==> config.mk <==
export PLATFORM = sky130hd
export DESIGN_NAME = frame_strobe_gen
export DESIGN_NICKNAME = d
export VERILOG_FILES = /design/src/rtl/fsg_pkg.sv /design/src/rtl/fsg_clamp.sv /design/src/rtl/fsg_downcnt.sv /design/src/rtl/fsg_capture.sv /design/src/rtl/frame_strobe_gen.sv
export SDC_FILE = /design/constraint.sdc
export NUM_CORES = 1
export LEC_CHECK = 0
export BUFFER_PORTS_ARGS = -buffer_cell sky130_fd_sc_hd__clkbuf_2
export CAP_MARGIN = 20
export CORE_ASPECT_RATIO = 0.5
export CORE_MARGIN = 3
export CORE_UTILIZATION = 45
export DETAILED_ROUTE_END_ITERATION = 12
export PLACE_DENSITY = 0.69
export SYNTH_ARGS = -nofsm -noshare
export SYNTH_HDL_FRONTEND = slang
export SYNTH_HIERARCHICAL = 1
export SYNTH_SLANG_ARGS = --single-unit
==> constraint.sdc <==
create_clock -name clk -period 4.05 [get_ports clk]
set_input_delay 0 -clock clk [delete_from_list [all_inputs] [get_ports clk]]
set_output_delay 0 -clock clk [all_outputs]
set_load 0.01 [all_outputs]
==> src/rtl/fsg_pkg.sv <==
package fsg_pkg;
  typedef enum logic [1:0] {ST_IDLE, ST_FS, ST_WAIT, ST_STRB} fsg_state_e;

  // cycles needed to cover a duration, never below one
  function automatic int unsigned min_cycles(input int unsigned dur_ps,
                                             input int unsigned clk_ps);
    int unsigned c;
    c = (dur_ps + clk_ps - 1) / clk_ps;
    return (c < 1) ? 1 : c;
  endfunction
endpackage

==> src/rtl/fsg_clamp.sv <==
module fsg_clamp #(
  parameter int W    = 16,
  parameter int MINV = 1
) (
  input  logic [W-1:0] raw,
  output logic [W-1:0] eff
);
  localparam logic [W-1:0] FLOOR = W'(MINV);
  assign eff = (raw < FLOOR) ? FLOOR : raw;
endmodule

==> src/rtl/fsg_downcnt.sv <==
module fsg_downcnt #(
  parameter int W = 16
) (
  input  logic         clk,
  input  logic         rst,
  input  logic         load,
  input  logic [W-1:0] load_val,
  output logic         zero
);
  logic [W-1:0] cnt;

  always_ff @(posedge clk) begin
    if (rst)            cnt <= '0;
    else if (load)      cnt <= load_val;
    else if (cnt != '0) cnt <= cnt - 1'b1;
  end

  assign zero = (cnt == '0);
endmodule

==> src/rtl/fsg_capture.sv <==
module fsg_capture #(
  parameter int W = 16
) (
  input  logic         clk,
  input  logic         rst,
  input  logic         en,
  input  logic [W-1:0] din,
  output logic [W-1:0] dout,
  output logic         valid
);
  always_ff @(posedge clk) begin
    if (rst) begin
      dout  <= '0;
      valid <= 1'b0;
    end else begin
      valid <= en;
      if (en) dout <= din;
    end
  end
endmodule

==> src/rtl/frame_strobe_gen.sv <==
module frame_strobe_gen
  import fsg_pkg::*;
#(
  parameter int DATA_W        = 16,
  parameter int CNT_W         = 16,
  parameter int CLK_PERIOD_PS = 4000,
  parameter int MIN_PULSE_PS  = 40000,
  parameter int MIN_GAP_PS    = 120000,
  parameter int MIN_LEAD_PS   = 21600000
) (
  input  logic              clk,
  input  logic              rst,
  input  logic              frame_req,
  input  logic              frame_done,
  input  logic              fifo_empty,
  input  logic [DATA_W-1:0] fifo_data,
  input  logic [CNT_W-1:0]  cfg_fs_width,
  input  logic [CNT_W-1:0]  cfg_rd_width,
  input  logic [CNT_W-1:0]  cfg_gap,
  input  logic [CNT_W-1:0]  cfg_lead,
  output logic              frame_start,
  output logic              rd_strobe,
  output logic [DATA_W-1:0] word_out,
  output logic              word_valid
);
  localparam int MINP = int'(min_cycles(MIN_PULSE_PS, CLK_PERIOD_PS));
  localparam int MING = int'(min_cycles(MIN_GAP_PS, CLK_PERIOD_PS));
  localparam int MINL = int'(min_cycles(MIN_LEAD_PS, CLK_PERIOD_PS));

  logic [CNT_W-1:0] eff_fs, eff_rd, eff_gap, eff_lead;

  fsg_clamp #(.W(CNT_W), .MINV(MINP)) u_cl_fs   (.raw(cfg_fs_width), .eff(eff_fs));
  fsg_clamp #(.W(CNT_W), .MINV(MINP)) u_cl_rd   (.raw(cfg_rd_width), .eff(eff_rd));
  fsg_clamp #(.W(CNT_W), .MINV(MING)) u_cl_gap  (.raw(cfg_gap),      .eff(eff_gap));
  fsg_clamp #(.W(CNT_W), .MINV(MINL)) u_cl_lead (.raw(cfg_lead),     .eff(eff_lead));

  fsg_state_e       state, state_nx;
  logic             done_pend, done_pend_nx;
  logic             fs_nx, st_nx;
  logic             tmr_load, tmr_zero;
  logic [CNT_W-1:0] tmr_val;
  logic             cap_en;

  fsg_downcnt #(.W(CNT_W)) u_tmr (
    .clk(clk), .rst(rst), .load(tmr_load), .load_val(tmr_val), .zero(tmr_zero)
  );

  always_comb begin
    state_nx     = state;
    done_pend_nx = done_pend;
    fs_nx        = frame_start;
    st_nx        = rd_strobe;
    tmr_load     = 1'b0;
    tmr_val      = '0;
    cap_en       = 1'b0;
    case (state)
      ST_IDLE: begin
        done_pend_nx = 1'b0;
        if (frame_req) begin
          state_nx = ST_FS;
          fs_nx    = 1'b1;
          tmr_load = 1'b1;
          tmr_val  = eff_fs - 1'b1;
        end
      end
      ST_FS: begin
        if (frame_done) done_pend_nx = 1'b1;
        if (tmr_zero) begin
          fs_nx = 1'b0;
          if (done_pend || frame_done) begin
            state_nx = ST_IDLE;
          end else begin
            state_nx = ST_WAIT;
            tmr_load = 1'b1;
            tmr_val  = eff_lead - 1'b1;
          end
        end
      end
      ST_WAIT: begin
        if (frame_done) begin
          state_nx = ST_IDLE;
        end else if (tmr_zero && !fifo_empty) begin
          state_nx = ST_STRB;
          st_nx    = 1'b1;
          tmr_load = 1'b1;
          tmr_val  = eff_rd - 1'b1;
        end
      end
      default: begin // ST_STRB
        if (frame_done) done_pend_nx = 1'b1;
        if (tmr_zero) begin
          st_nx  = 1'b0;
          cap_en = 1'b1;
          if (done_pend || frame_done) begin
            state_nx = ST_IDLE;
          end else begin
            state_nx = ST_WAIT;
            tmr_load = 1'b1;
            tmr_val  = eff_gap - 1'b1;
          end
        end
      end
    endcase
  end

  always_ff @(posedge clk) begin
    if (rst) begin
      state       <= ST_IDLE;
      done_pend   <= 1'b0;
      frame_start <= 1'b0;
      rd_strobe   <= 1'b0;
    end else begin
      state       <= state_nx;
      done_pend   <= done_pend_nx;
      frame_start <= fs_nx;
      rd_strobe   <= st_nx;
    end
  end

  fsg_capture #(.W(DATA_W)) u_cap (
    .clk(clk), .rst(rst), .en(cap_en), .din(fifo_data),
    .dout(word_out), .valid(word_valid)
  );

  // ---------------- assertions and their observation counters ----------------
  logic [31:0] fs_hi, st_hi, lo_run;
  logic        last_fs;

  always_ff @(posedge clk) begin
    if (rst) begin
      fs_hi   <= '0;
      st_hi   <= '0;
      lo_run  <= '0;
      last_fs <= 1'b0;
    end else begin
      fs_hi  <= frame_start ? ((fs_hi == '1) ? fs_hi : fs_hi + 1) : '0;
      st_hi  <= rd_strobe   ? ((st_hi == '1) ? st_hi : st_hi + 1) : '0;
      lo_run <= (frame_start || rd_strobe) ? '0 :
                ((lo_run == '1) ? lo_run : lo_run + 1);
      if (frame_start)    last_fs <= 1'b1;
      else if (rd_strobe) last_fs <= 1'b0;
    end
  end

  AST_FS_MIN_WIDTH: assert property (@(posedge clk) disable iff (rst)
    $fell(frame_start) |-> fs_hi >= 32'(MINP));

  AST_STROBE_MIN_WIDTH: assert property (@(posedge clk) disable iff (rst)
    $fell(rd_strobe) |-> st_hi >= 32'(MINP));

  AST_NO_OVERLAP: assert property (@(posedge clk) disable iff (rst)
    !(frame_start && rd_strobe));

  AST_GAP_MIN: assert property (@(posedge clk) disable iff (rst)
    ($rose(rd_strobe) && !last_fs) |-> lo_run >= 32'(MING));

  AST_LEAD_MIN: assert property (@(posedge clk) disable iff (rst)
    ($rose(rd_strobe) && last_fs) |-> lo_run >= 32'(MINL));

  AST_STROBE_NEEDS_DATA: assert property (@(posedge clk) disable iff (rst)
    $rose(rd_strobe) |-> $past(!fifo_empty));

  AST_VALID_AT_TRAIL: assert property (@(posedge clk) disable iff (rst)
    word_valid |-> ($past(rd_strobe) && !rd_strobe));

  AST_IDLE_AFTER_DONE: assert property (@(posedge clk) disable iff (rst)
    (state == ST_WAIT && frame_done) |=> (state == ST_IDLE && !rd_strobe));
endmodule

# ---- Yosys cells after proc, flatten, opt, wreduce, memory -nomap -nowiden
# Index checks and enable logic that the tools add are counted.
dict set report word_totals {
  regBits 38
  latch_bits 0
  mem_bits_rw 0
  mem_bits_ro 0
  elab_cells 78
  n_memories 0
}
dict set report classes {
  add_sub_neg 5
  mul 0
  div_mod_pow 0
  magnitude_cmp 4
  eq_ne 7
  shifts 0
  mux 36
  n_bitwise 2
  reduce_logical 17
}
# op count
set op_table {}
lappend op_table {{$mux 16} 13}
lappend op_table {{$sub 16x1->16 const B} 5}
lappend op_table {{$pmux 16 s3} 1}
lappend op_table {{$lt 16x4->1 const B} 2}
lappend op_table {{$logic_not 16->1} 1}
lappend op_table {{$lt 16x13->1 const B} 1}
lappend op_table {{$lt 16x5->1 const B} 1}
lappend op_table {{$reduce_bool 16->1} 1}
lappend op_table {{$mux 1} 12}
lappend op_table {{$mux 2} 5}
lappend op_table {{$ne 2x2->1 const B} 4}
lappend op_table {{$pmux 1 s2} 4}
lappend op_table {{$reduce_bool 2->1} 4}
lappend op_table {{$reduce_and 3->1} 2}
lappend op_table {{$pmux 2 s2} 1}
lappend op_table {{$reduce_and 4->1} 1}
lappend op_table {{$ne 3x3->1 const B} 1}
lappend op_table {{$reduce_bool 3->1} 1}
lappend op_table {{$reduce_or 3->1} 1}
lappend op_table {{$eq 2x1->1 const B} 1}
lappend op_table {{$eq 2x2->1 const B} 1}
lappend op_table {{$logic_not 2->1} 1}
lappend op_table {{$not 1->1} 2}
lappend op_table {{$reduce_and 2->1} 1}
lappend op_table {{other kinds (4)} 4}

# ---- Logic depth before layout (Yosys ltp)
# Gate-level depths: netlist of the first run.
dict set report logic_depth {
  ltp_word 7
  mapped_depth 14
}

# ---- Cells and area by module
# The synthesis of the first run kept the hierarchy.
# module n_inst cells_each area_each_um2
set modules_own_cells {}
lappend modules_own_cells {frame_strobe_gen 1 238 1711.6}
lappend modules_own_cells {fsg_downcnt 1 116 964.7}
lappend modules_own_cells {fsg_capture 1 54 608.1}
lappend modules_own_cells {{fsg_clamp at u_cl_fs ...} 2 22 135.1}
lappend modules_own_cells {{fsg_clamp at u_cl_lead} 1 23 191.4}
lappend modules_own_cells {{fsg_clamp at u_cl_gap} 1 21 116.4}

# ---- Worst setup path after synthesis of the first run
# OpenSTA, ideal clock, no wires.
dict set report synth_timing {
  kind {register to register}
  startpoint {register u_tmr.cnt[0]}
  endpoint {register u_tmr.cnt[13]}
  setup_ns 0.078
  arrival_ns 3.568
  required_ns 3.972
  slack_ns 0.404
  stages_incl_launch_ff 14
  synth_period_minus_slack_ns 3.646
  cell_sequence {dfxtp_1 > inv_1 > ha_1 > or3b_2 > or4_4 > nor2_1 > and4bb_2 > nor2b_1 > or3_1 > nor2b_1 > clkbuf_1 > a21oi_1 > a31o_2 > nor3_1}
}
dict set report synth_via {
  elab_chain_cells 6
}
# item line_no
set synth_lines {}
lappend synth_lines {{from (decl)} fsg_downcnt.sv:10} ;# logic [W-1:0] cnt;
lappend synth_lines {{from (signal assigned)} fsg_downcnt.sv:14} ;# else if (load) cnt <= load_val;
lappend synth_lines {{from (signal assigned)} fsg_downcnt.sv:15} ;# else if (cnt != '0) cnt <= cnt - 1'b1;
lappend synth_lines {{$logic_not 16->1 *} fsg_downcnt.sv:18} ;# assign zero = (cnt == '0);
lappend synth_lines {{via tmr_zero} frame_strobe_gen.sv:40} ;# logic tmr_load, tmr_zero;
lappend synth_lines {{$logic_and 1x1->1} frame_strobe_gen.sv:82} ;# end else if (tmr_zero && !fifo_empty) begin
lappend synth_lines {{$mux 1} frame_strobe_gen.sv:82}
lappend synth_lines {{$mux 1} frame_strobe_gen.sv:80} ;# if (frame_done) begin
lappend synth_lines {{$pmux 1 s2 *} frame_strobe_gen.sv:56} ;# case (state)
lappend synth_lines {{via tmr_load} frame_strobe_gen.sv:40}
lappend synth_lines {{$mux 16 / $reduce_bool 2->1 (equally long branches)} n/a}
# The timed path passes the listed nets; every way through them passes the cells marked *. The select of a mux whose other input is x is not followed.
# A chain may end at the register's enable or synchronous reset.

# ---- Worst setup path after layout of the first run
dict set report layout_timing {
  startpoint {register u_tmr.cnt[1]}
  endpoint {register u_tmr.cnt[15]}
}
# The elaborated chain is that of the path after synthesis.

==> metrics.md, run 1 <==
| Metric | Value |
|---|---|
| Outcome | `completed` |
| Drt drc | `0` |
| Area of the die | `9800 um2` |
| Post-synthesis cell type count | `70` |
| Synth top area cells | `dfxtp_1 20%, xnor2_1 9.8%, nor2_1 4.5%` |
| CP arrival | `3.82 ns` |
| Final Hold Fails | `0` |
| Initial core utilization | `47.3%` |
| Fin crit period | `3.65 ns` |
| First-pass GRT wire length | `17400 um` |
| PortBufs | `103` |
| Inst Count DP | `667` |
| Min-Delay Path Class | `in -> reg` |
| Post-synth EDFFs | `0` |
| CTS Buf Count | `5` |
| Design area | `4640 um2` |
| Initial DRT Pass Iterations | `5` |
| Synth Register Bits | `38` |
| Clock latency on the worst-skew pair | `0.28 ns` |
| Sink Count | `38` |
| Post-synth top area cell | `dfxtp_1` |
| Final worst slack | `0.400 ns` |
| Vias | `3969` |
| Crit share post-route | `90.1%` |
| Clock transition at path regs | `0.06 ns` |
| Root buf cell | `clkbuf_16` |
| DR WL/cell | `15.7 um` |
| Std-Cell Rows | `23` |
| Main synth FF type | `dfxtp_1` |
| Die Y-Extent | `71.5 um` |
| RSZ-0062 raised after global routing | `false` |
| Number of nets with antenna violations after routing | `0` |
| CP cell instances | `inv_1 > ha_1 > or3b_2 > or4_4 > nor2_1 > and4bb_2 > nor2b_1 > or3_1 > buf_4 > nor2_1 > a21oi_1 > a31oi_1 > and3_1` |
| CP Data Required Time | `4.22 ns` |
| Total power | `1.81 mW` |
| Clk_skew | `0.00697 ns` |
| Layout Utilization | `56.8%` |
| Max stage delay on crit path | `0.60 ns` |
| Worst setup SP type | `register` |
| Initial antenna violation count | `0` |
| Setup CP Type | `reg -> reg` |
| Fmax | `274 MHz` |
| Avg Inst Size Synth | `7.79 um2` |
| Static Leakage | `1.75 nW` |
| DP Area | `4300 um2` |
| Final setup TNS | `0 ns` |
| Crit Path Max Fanout | `12` |
| Cell area after synthesis | `3860 um2` |
| Mapped Cells | `496` |
| Setup violations, final | `0` |
| Initial drt markers | `372` |
| GPL Wtd Cong | `0.943` |
| Synthesized net count | `586` |
| Non-Filler Instances | `691` |
| GR Util All Layers | `21.7%` |
| Longest Clk Path Bufs | `2` |
| Layout Nets | `669` |
| Fill count | `763` |
| Core area | `8170 um2` |
| Largest net degree at the start of global routing | `34` |
| FFs w/ async S/R, synth | `0%` |
| IO Pins | `104` |
| H-tree depth | `2` |
| Post-DP HPWL | `8490 um` |
| Slew margin rel. | `34.9%` |
| Slew Viols, Final | `0` |
| Vias in the first global route | `3606` |
| Hold Slack | `0.191 ns` |
| Routed vias/inst | `5.74` |
| Post-Place Setup Slack | `0.473 ns` |
| VDD IR max | `280 uV` |
| Share of layout cells above drive strength 1 | `26.3%` |
| Die width | `137 um` |
| Area delta synth->final | `20.1%` |
| GRT overflow | `0` |
| Worst-Margin Slew | `0.967 ns` |
| CTS tree | `built` |
| Sequential area share after synthesis | `19.7%` |
| Crit path top cell by count | `nor2_1` |
| MaxCap Viol Count | `0` |
| YS warnings | `6` |
| Synth top area share | `19.7%` |
| Diode count | `0` |
| Pwr dens | `390 nW/um2` |
| Slowest CP cell | `or4_4` |
| Routed wire length | `10800 um` |
| CP Capture Type | `register` |
## worst paths after layout
| kind | start | end | slack, ns | cells past startpoint |
|---|---|---|---|---|
| max reg2reg | u_tmr/cnt[1] | u_tmr/cnt[15] | 0.40 | 13 |
| min reg2reg | done_pend | done_pend | 0.48 | 2 |
| min | frame_req | frame_start | 0.19 | 4 |
| max | u_tmr/cnt[1] | u_tmr/cnt[15] | 0.40 | 13 |
## cells by family after synthesis
logic type,share of synthesized area [%]
flip-flops,19.7
multiplexers,4.41
AO/OA/AOI/OAI,21.6
XOR/XNOR,12.5
AND/OR/NAND/NOR,31.2
adder cells (fa/ha/maj),1.62
buffers and inverters,8.94
## worst max-delay path: cells and delay by family (launching register included)
| kind | cells | cell delay (ns) |
|---|---|---|
| flip-flops | 1 | 0.33 |
| buffers and inverters | 2 | 0.26 |
| adder cells (fa/ha/maj) | 1 | 0.18 |
| AO/OA/AOI/OAI | 2 | 0.25 |
| AND/OR/NAND/NOR | 8 | 2.51 |
## flip-flops by register name, summed over array words and instances (netlist names)
register	cells
u_cap/dout	16
frame_start	1
rd_strobe	1
state	2
done_pend	1
u_cap/valid	1
u_tmr/cnt	16
## Yosys cell counts, drive strengths merged, types with 5 or more instances
cell / count
ha: 5
or2b: 5
o31ai: 6
nand2: 32
xor2: 12
a21o: 5
nor4: 18
clkbuf: 39
a21boi: 9
o22ai: 5
o31a: 6
o221ai: 5
or4: 12
a22oi: 11
mux2i: 17
nand3: 13
buf: 10
nor3: 20
nand4: 10
or3: 5
nor3b: 5
dfxtp: 38
xnor2: 43
nor2: 46
o21a: 5
nor2b: 6
nand2b: 6
inv: 16
o21ai: 24
a21oi: 16
## layer usage
metal / vias to the layer above / GRT usage [%] / share of wire [%]
met5: - / 0 / 0
met4: 0 / 3.98 / 0.54
met3: 8 / 3.23 / 8.0
met2: 153 / 33.8 / 43
met1: 1846 / 32.0 / 48
li1: 1962 / - / -
## repair_timing
item,in CTS,in global routing
hold endpoints to repair,17,0
endpoints found under the setup margin,0,0
buffers inserted,0,0
hold buffers,17,0
resized for setup,0,0
## area by class of cell
| class | count | area, um2 | share of cell area, % |
|---|---|---|---|
| Multi-Input combinational cell | 389 | 2760 | 59.4 |
| Sequential cell | 38 | 761 | 16.4 |
| Timing Repair Buffer | 129 | 753 | 16.2 |
| Tap cell | 112 | 140 | 3.02 |
| Clock buffer | 6 | 139 | 2.99 |
| Inverter | 16 | 60.1 | 1.29 |
| Clock inverter | 1 | 30.0 | 0.647 |
## where the power goes
group / total (mW) / internal, mW / switching [mW]
registers: 0.513 / 0.439 / 0.0738
clock network: 0.443 / 0.303 / 0.139
logic: 0.852 / 0.366 / 0.486
total: 1.81 / 1.11 / 0.699
## placed cells by master, fill, tap and decap left out, types with 10 or more instances in the layout
master and count:
a21oi_1 15, a22oi_1 11, clkbuf_2 103, dfxtp_1 38, dlygate4sd3_1 17, inv_1 16
mux2i_1 17, nand2_1 32, nand3_1 12, nor2_1 46, nor3_1 18, nor4_1 10
o21ai_0 17, xnor2_1 43, xor2_1 12
(Power assumes the default switching activity.)
==> inputs of run 2 (changes only) <==
--- a/config.mk
+++ b/config.mk
@@ -11,8 +11,9 @@
 export CORE_MARGIN = 3
 export CORE_UTILIZATION = 45
 export DETAILED_ROUTE_END_ITERATION = 12
-export PLACE_DENSITY = 0.69
+export PLACE_DENSITY = 0.72
 export SYNTH_ARGS = -nofsm -noshare
 export SYNTH_HDL_FRONTEND = slang
 export SYNTH_HIERARCHICAL = 1
 export SYNTH_SLANG_ARGS = --single-unit
+export TNS_END_PERCENT = 10
==> constraint.sdc (replaced) <==
create_clock -name clk -period 3.3 [get_ports clk]
set_input_delay 0 -clock clk [delete_from_list [all_inputs] [get_ports clk]]
set_output_delay 0 -clock clk [all_outputs]
set_load 0.01 [all_outputs]
==> metrics.md, run 2 (same netlist as run 1, synthesis figures left out) <==
| Metric | Value |
|---|---|
| Area delta synth->final | `23.9%` |
| Std-Cell Rows | `23 (unchanged)` |
| Pwr dens | `484 nW/um2 (+24%)` |
| Drt drc | `0 (unchanged)` |
| Largest net degree at the start of global routing | `34 (unchanged)` |
| GPL Wtd Cong | `0.938 (-0.54%)` |
| Worst r2r dst | `u_tmr/cnt[13]` |
| R2R Setup Slk | `0.13 ns (-0.27 ns)` |
| VDD IR max | `281 uV (+0.36%)` |
| Slowest CP cell | `or4_4` |
| Root buf cell | `clkbuf_16` |
| Commonest non-fill, non-tap cell in the layout | `clkbuf_2` |
| Slew Viols, Final | `0 (unchanged)` |
| Die width | `137 um (unchanged)` |
| Layout Nets | `685 (+2.4%)` |
| CTS Buf Count | `5 (unchanged)` |
| IO Pins | `104 (unchanged)` |
| Die Y-Extent | `71.5 um (unchanged)` |
| Worst r2r src | `u_tmr/cnt[0]` |
| Diode count | `0 (unchanged)` |
| Setup CP Type | `reg -> reg` |
| Initial antenna violation count | `0 (unchanged)` |
| Initial DRT Pass Iterations | `5 (unchanged)` |
| Worst-Margin Slew | `0.681 ns (-0.286 ns)` |
| Fmax | `316 MHz (+15%)` |
| Leading cell types in the layout, fill and taps excluded | `104 x clkbuf_2, 45 x nor2_1, 43 x xnor2_1, 38 x dfxtp_1, 32 x nand2_1` |
| CP Capture Type | `register` |
| Setup violations, final | `0 (unchanged)` |
| Area of the die | `9800 um2 (unchanged)` |
| Crit Path Max Fanout | `11 (-1)` |
| Final Hold Fails | `0 (unchanged)` |
| Total power | `2.32 mW (+28%)` |
| Crit share post-route | `95.9% (+5.8 points)` |
| Number of nets with antenna violations after routing | `0 (unchanged)` |
| Post-DP HPWL | `8540 um (+0.62%)` |
| R2r worst-path depth | `13 (unchanged)` |
| CP arrival | `3.36 ns (-0.46 ns)` |
| CP cell instances | `inv_1 > ha_2 > or3b_2 > or4_4 > nor2_4 > and4bb_2 > nor2b_4 > buf_6 > a22oi_1 > o211ai_1 > nand2_1 > a31o_2 > nor3_1` |
| Setup crit start | `u_tmr/cnt[0]` |
| H-tree depth | `2 (unchanged)` |
| First-pass GRT wire length | `17300 um (-0.56%)` |
| Clock latency on the worst-skew pair | `0.27 ns (about the same)` |
| Initial drt markers | `273 (-27%)` |
| GR Util All Layers | `21.6% (-0.090 points)` |
| Outcome | `completed` |
| Routed vias/inst | `5.72 (-0.36%)` |
| Hold Slack | `0.216 ns (+0.0248 ns)` |
| Routed wire length | `10900 um (+0.73%)` |
| Longest Clk Path Bufs | `2 (unchanged)` |
| Sink Count | `38 (unchanged)` |
| Vias in the first global route | `3608 (+0.055%)` |
| PortBufs | `103 (unchanged)` |
| Clock transition at path regs | `0.06 ns (about the same)` |
| CTS tree | `built` |
| MaxCap Viol Count | `0 (unchanged)` |
| Largest registers | `u_cap/dout (16), u_tmr/cnt (16), state (2)` |
| Core area | `8170 um2 (unchanged)` |
| Min-Delay Path Class | `in -> reg` |
| Worst setup SP type | `register` |
| Clk_skew | `0.00488 ns (-0.00209 ns)` |
| GRT overflow | `0 (unchanged)` |
| Share of layout cells above drive strength 1 | `29.4% (+3.1 points)` |
| Max stage delay on crit path | `0.49 ns (-0.11 ns)` |
| Slew margin rel. | `54.6% (+20 points)` |
| Vias | `4052 (+2.1%)` |
| Initial core utilization | `47.3% (unchanged)` |
| Fin crit period | `3.17 ns (-0.485 ns)` |
| CP Data Required Time | `3.50 ns (-0.72 ns)` |
| DR WL/cell | `15.4 um (-1.7%)` |
| Static Leakage | `1.83 nW (+4.9%)` |
| Crit path capture | `u_tmr/cnt[13]` |
==> run 2: changes by cell type in the layout (fill, tap and decap cells not counted), moves of 2 or more <==
cell      previous run  this run
buf_4                9        23
clkinv_2             0         2
nor2b_1              6         3
nor2b_4              0         2
==> run 2: area by class of cell <==
cell class                 count  area, um2
clock buffer                   5        125
multi-input combinational    389       2790
inverter                      16       60.1
timing repair buffer         145        875
fill                         742       3390
sequential                    38        761
tap                          112        140
clock inverter                 3       40.0
==> run 2: through the flow <==
| step | std cells | setup TNS (ns) | area [um2] | utilization [%] | setup WS, ns |
|---|---|---|---|---|---|
| 2_1_floorplan | 496 | 0 | 3880 | - | 0.0339 |
| 3_3_place_gp | 677 | 0 | 4390 | 53.8 | 0.164 |
| 3_5_place_dp | 677 | 0 | 4390 | 53.8 | 0.0637 |
| 4_1_cts | 702 | 0 | 4730 | 57.9 | 0.0462 |
| 5_1_grt | 708 | -0.00531 | 4790 | 58.6 | -0.00467 |
| 6_report | 708 | 0 | 4790 | 58.6 | 0.135 |
==> run 2: layer usage <==
| layer | track usage [%] | wire length, um | up-vias |
|---|---|---|---|
| met1 | 30.8 | 5160 | 1889 |
| met4 | 3.43 | 113 | 0 |
| met5 | 0 | 0 | - |
| met2 | 34.0 | 4790 | 158 |
| li1 | - | - | 1993 |
| met3 | 4.98 | 866 | 12 |
==> run 2: worst min-delay path by stage <==
stage	start	cells after the start	to
after global placement	fifo_data[1]	3	u_cap/dout[1]
after floorplan	rst	1	done_pend
final	frame_req	4	frame_start
after detailed placement	fifo_data[1]	3	u_cap/dout[1]
after global routing	frame_req	4	frame_start
after CTS	frame_req	4	frame_start
==> run 2: critical path, delay by kind of cell, from the launching register on <==
family,cells,cell delay (ns)
AO/OA/AOI/OAI,3,0.53
adder cells (fa/ha/maj),1,0.20
buffers and inverters,2,0.24
flip-flops,1,0.32
AND/OR/NAND/NOR,7,1.79
==> run 2: what timing repair did <==
item,in CTS,in global routing
setup buffers,0,5
endpoints found under the hold margin,17,0
gates resized for setup,0,5
hold buffers,17,0
setup endpoints to repair,0,11
==> run 2: power breakdown <==
| group | switching, mW | total, mW | internal, mW |
|---|---|---|---|
| registers | 0.0945 | 0.633 | 0.538 |
| logic | 0.645 | 1.16 | 0.514 |
| clock network | 0.173 | 0.526 | 0.353 |
| total | 0.913 | 2.32 | 1.41 |
==> inputs of run 3 (changes only) <==
--- a/config.mk
+++ b/config.mk
@@ -8,12 +8,12 @@
 export BUFFER_PORTS_ARGS = -buffer_cell sky130_fd_sc_hd__clkbuf_2
 export CAP_MARGIN = 20
 export CORE_ASPECT_RATIO = 0.5
-export CORE_MARGIN = 3
+export CORE_MARGIN = 2
 export CORE_UTILIZATION = 45
 export DETAILED_ROUTE_END_ITERATION = 12
 export PLACE_DENSITY = 0.72
+export SLEW_MARGIN = 5
 export SYNTH_ARGS = -nofsm -noshare
 export SYNTH_HDL_FRONTEND = slang
 export SYNTH_HIERARCHICAL = 1
 export SYNTH_SLANG_ARGS = --single-unit
-export TNS_END_PERCENT = 10
==> metrics.md, run 3 (same netlist as run 1, synthesis figures left out) <==
| Metric | Value |
|---|---|
| Drt drc | `0 (unchanged)` |
| VDD IR max | `405 uV (+44%)` |
| Initial drt markers | `382 (+40%)` |
| GRT overflow | `0 (unchanged)` |
| Root buf cell | `clkbuf_16` |
| Final setup TNS | `0 ns (unchanged)` |
| Die Y-Extent | `69.5 um (-2.8%)` |
| Initial DRT Pass Iterations | `5 (unchanged)` |
| Worst setup SP type | `register` |
| DR WL/cell | `15.2 um (-1.3%)` |
| Vias | `4019 (-0.81%)` |
| Crit path top cell by count | `or4_4` |
| Diode count | `0 (unchanged)` |
| Commonest non-fill, non-tap cell in the layout | `clkbuf_2` |
| Layout Nets | `682 (-0.44%)` |
| Std-Cell Rows | `23 (unchanged)` |
| Longest Clk Path Bufs | `2 (unchanged)` |
| Slew Viols, Final | `0 (unchanged)` |
| CP cell instances | `or4_4 > or4_4 > nor2_4 > and4bb_2 > nor2b_2 > buf_4 > a22oi_1 > o211ai_1 > nand2_1 > a31o_2 > nor3_1` |
| Clk_skew | `0.00278 ns (-0.00209 ns)` |
| Fin crit period | `3.19 ns (+0.0257 ns)` |
| MaxCap Viol Count | `0 (unchanged)` |
| Setup violations, final | `0 (unchanged)` |
| Final Hold Fails | `0 (unchanged)` |
| CP Capture Type | `register` |
| Largest registers | `u_cap/dout (16), u_tmr/cnt (16), state (2)` |
| Design area | `4790 um2 (unchanged)` |
| RSZ-0062 raised after global routing | `false` |
| Post-DP HPWL | `8390 um (-1.8%)` |
| Clock latency on the worst-skew pair | `0.27 ns (about the same)` |
| Pwr dens | `498 nW/um2 (+2.8%)` |
| Clock transition at path regs | `0.06 ns (about the same)` |
| Inst Count DP | `678 (+0.15%)` |
| Outcome | `completed` |
| GPL Wtd Cong | `0.948 (+1.0%)` |
| DP Area | `4400 um2 (+0.17%)` |
| CP arrival | `3.39 ns (+0.03 ns)` |
| H-tree depth | `2 (unchanged)` |
| R2R Setup Slk | `0.11 ns (-0.03 ns)` |
| Slew margin rel. | `32.0% (-23 points)` |
| PortBufs | `103 (unchanged)` |
| Max stage delay on crit path | `0.61 ns (+0.12 ns)` |
| Number of nets with antenna violations after routing | `0 (unchanged)` |
| Crit share post-route | `96.7% (+0.78 points)` |
| Largest net degree at the start of global routing | `34 (unchanged)` |
| Core area | `8170 um2 (unchanged)` |
| Initial core utilization | `47.3% (unchanged)` |
| Fmax | `313 MHz (-0.80%)` |
| CP Data Required Time | `3.50 ns (about the same)` |
| Sink Count | `38 (unchanged)` |
| Area delta synth->final | `23.9% (unchanged)` |
| Share of layout cells above drive strength 1 | `28.7% (-0.69 points)` |
| Vias in the first global route | `3630 (+0.61%)` |
| Static Leakage | `1.83 nW (about the same)` |
| Initial antenna violation count | `0 (unchanged)` |
| CTS tree | `built` |
| First-pass GRT wire length | `17200 um (-0.48%)` |
| Post-Place Setup Slack | `0.0415 ns (-0.0223 ns)` |
| Area of the die | `9390 um2 (-4.2%)` |
| IO Pins | `104 (unchanged)` |
| Crit Path Max Fanout | `11 (unchanged)` |
| GR Util All Layers | `22.3% (+0.78 points)` |
| Setup CP Type | `reg -> reg` |
| Die width | `135 um (-1.5%)` |
| Final worst slack | `0.109 ns (-0.0257 ns)` |
| Non-Filler Instances | `705 (-0.42%)` |
| Leading cell types in the layout, fill and taps excluded | `103 x clkbuf_2, 45 x nor2_1, 43 x xnor2_1, 38 x dfxtp_1, 32 x nand2_1` |
| CTS Buf Count | `5 (unchanged)` |
| Routed wire length | `10700 um (-1.7%)` |
| Min-Delay Path Class | `in -> reg` |
| Worst-Margin Slew | `1.01 ns (+0.329 ns)` |
| Routed vias/inst | `5.70 (-0.39%)` |
| Slowest CP cell | `or4_4` |
==> run 3: critical path, delay by kind of cell, from the launching register on <==
kind | cells | cell delay [ns]
and+or+nand+nor | 7 | 2.05
AOI/OAI and AO/OA | 3 | 0.53
DFF | 1 | 0.35
buffers and inverters | 1 | 0.19
==> run 3: repair_timing <==
| action | 4_1_cts | 5_1_grt |
|---|---|---|
| gates resized for setup | 0 | 1 |
| buffers inserted | 1 | 2 |
| hold buffers | 16 | 0 |
| endpoints found under the setup margin | 1 | 4 |
| pin swaps | 1 | 1 |
| hold endpoints to repair | 16 | 0 |
==> run 3: worst paths after layout <==
kind | startpoint | endpoint | cells after the start
setup reg to reg | u_tmr/cnt[7] | u_tmr/cnt[13] | 11
setup / recovery | u_tmr/cnt[7] | u_tmr/cnt[13] | 11
hold / removal | frame_done | done_pend | 3
hold reg to reg | u_cap/dout[9] | u_cap/dout[9] | 2
==> run 3: cell type report <==
cell class / instances / area, um2
Timing Repair Buffer: 142 / 852
Multi-Input combinational cell: 389 / 2770
Clock buffer: 6 / 139
Fill cell: 747 / 3390
Clock inverter: 2 / 60.1
Tap cell: 112 / 140
Sequential cell: 38 / 761
Inverter: 16 / 60.1
==> run 3: through the flow <==
| stage | util, % | hold WS (ns) | power [mW] |
|---|---|---|---|
| floorplan | - | 0.0691 | 1.45 |
| global placement | 53.8 | 0.238 | 1.68 |
| detailed placement | 53.8 | 0.248 | 1.69 |
| CTS | 58.3 | 0.0107 | 2.36 |
| global route | 58.6 | 0.0202 | 2.52 |
| finish | 58.6 | 0.00450 | 2.38 |
==> run 3: layer usage <==
metal / track usage [%] / routed length, um / up-vias
met1: 32.3 / 5180 / 1837
met2: 35.6 / 4630 / 176
met3: 3.58 / 857 / 11
met4: 3.47 / 74 / 0
met5: 0 / 0 / -
li1: - / - / 1995
==> run 3: where the power goes <==
part           total [mW]  internal, mW  leakage, nW  switching (mW)
Clock               0.632         0.453       0.0971           0.178
Combinational        1.12         0.498         1.43           0.622
Sequential          0.631         0.538        0.309          0.0924
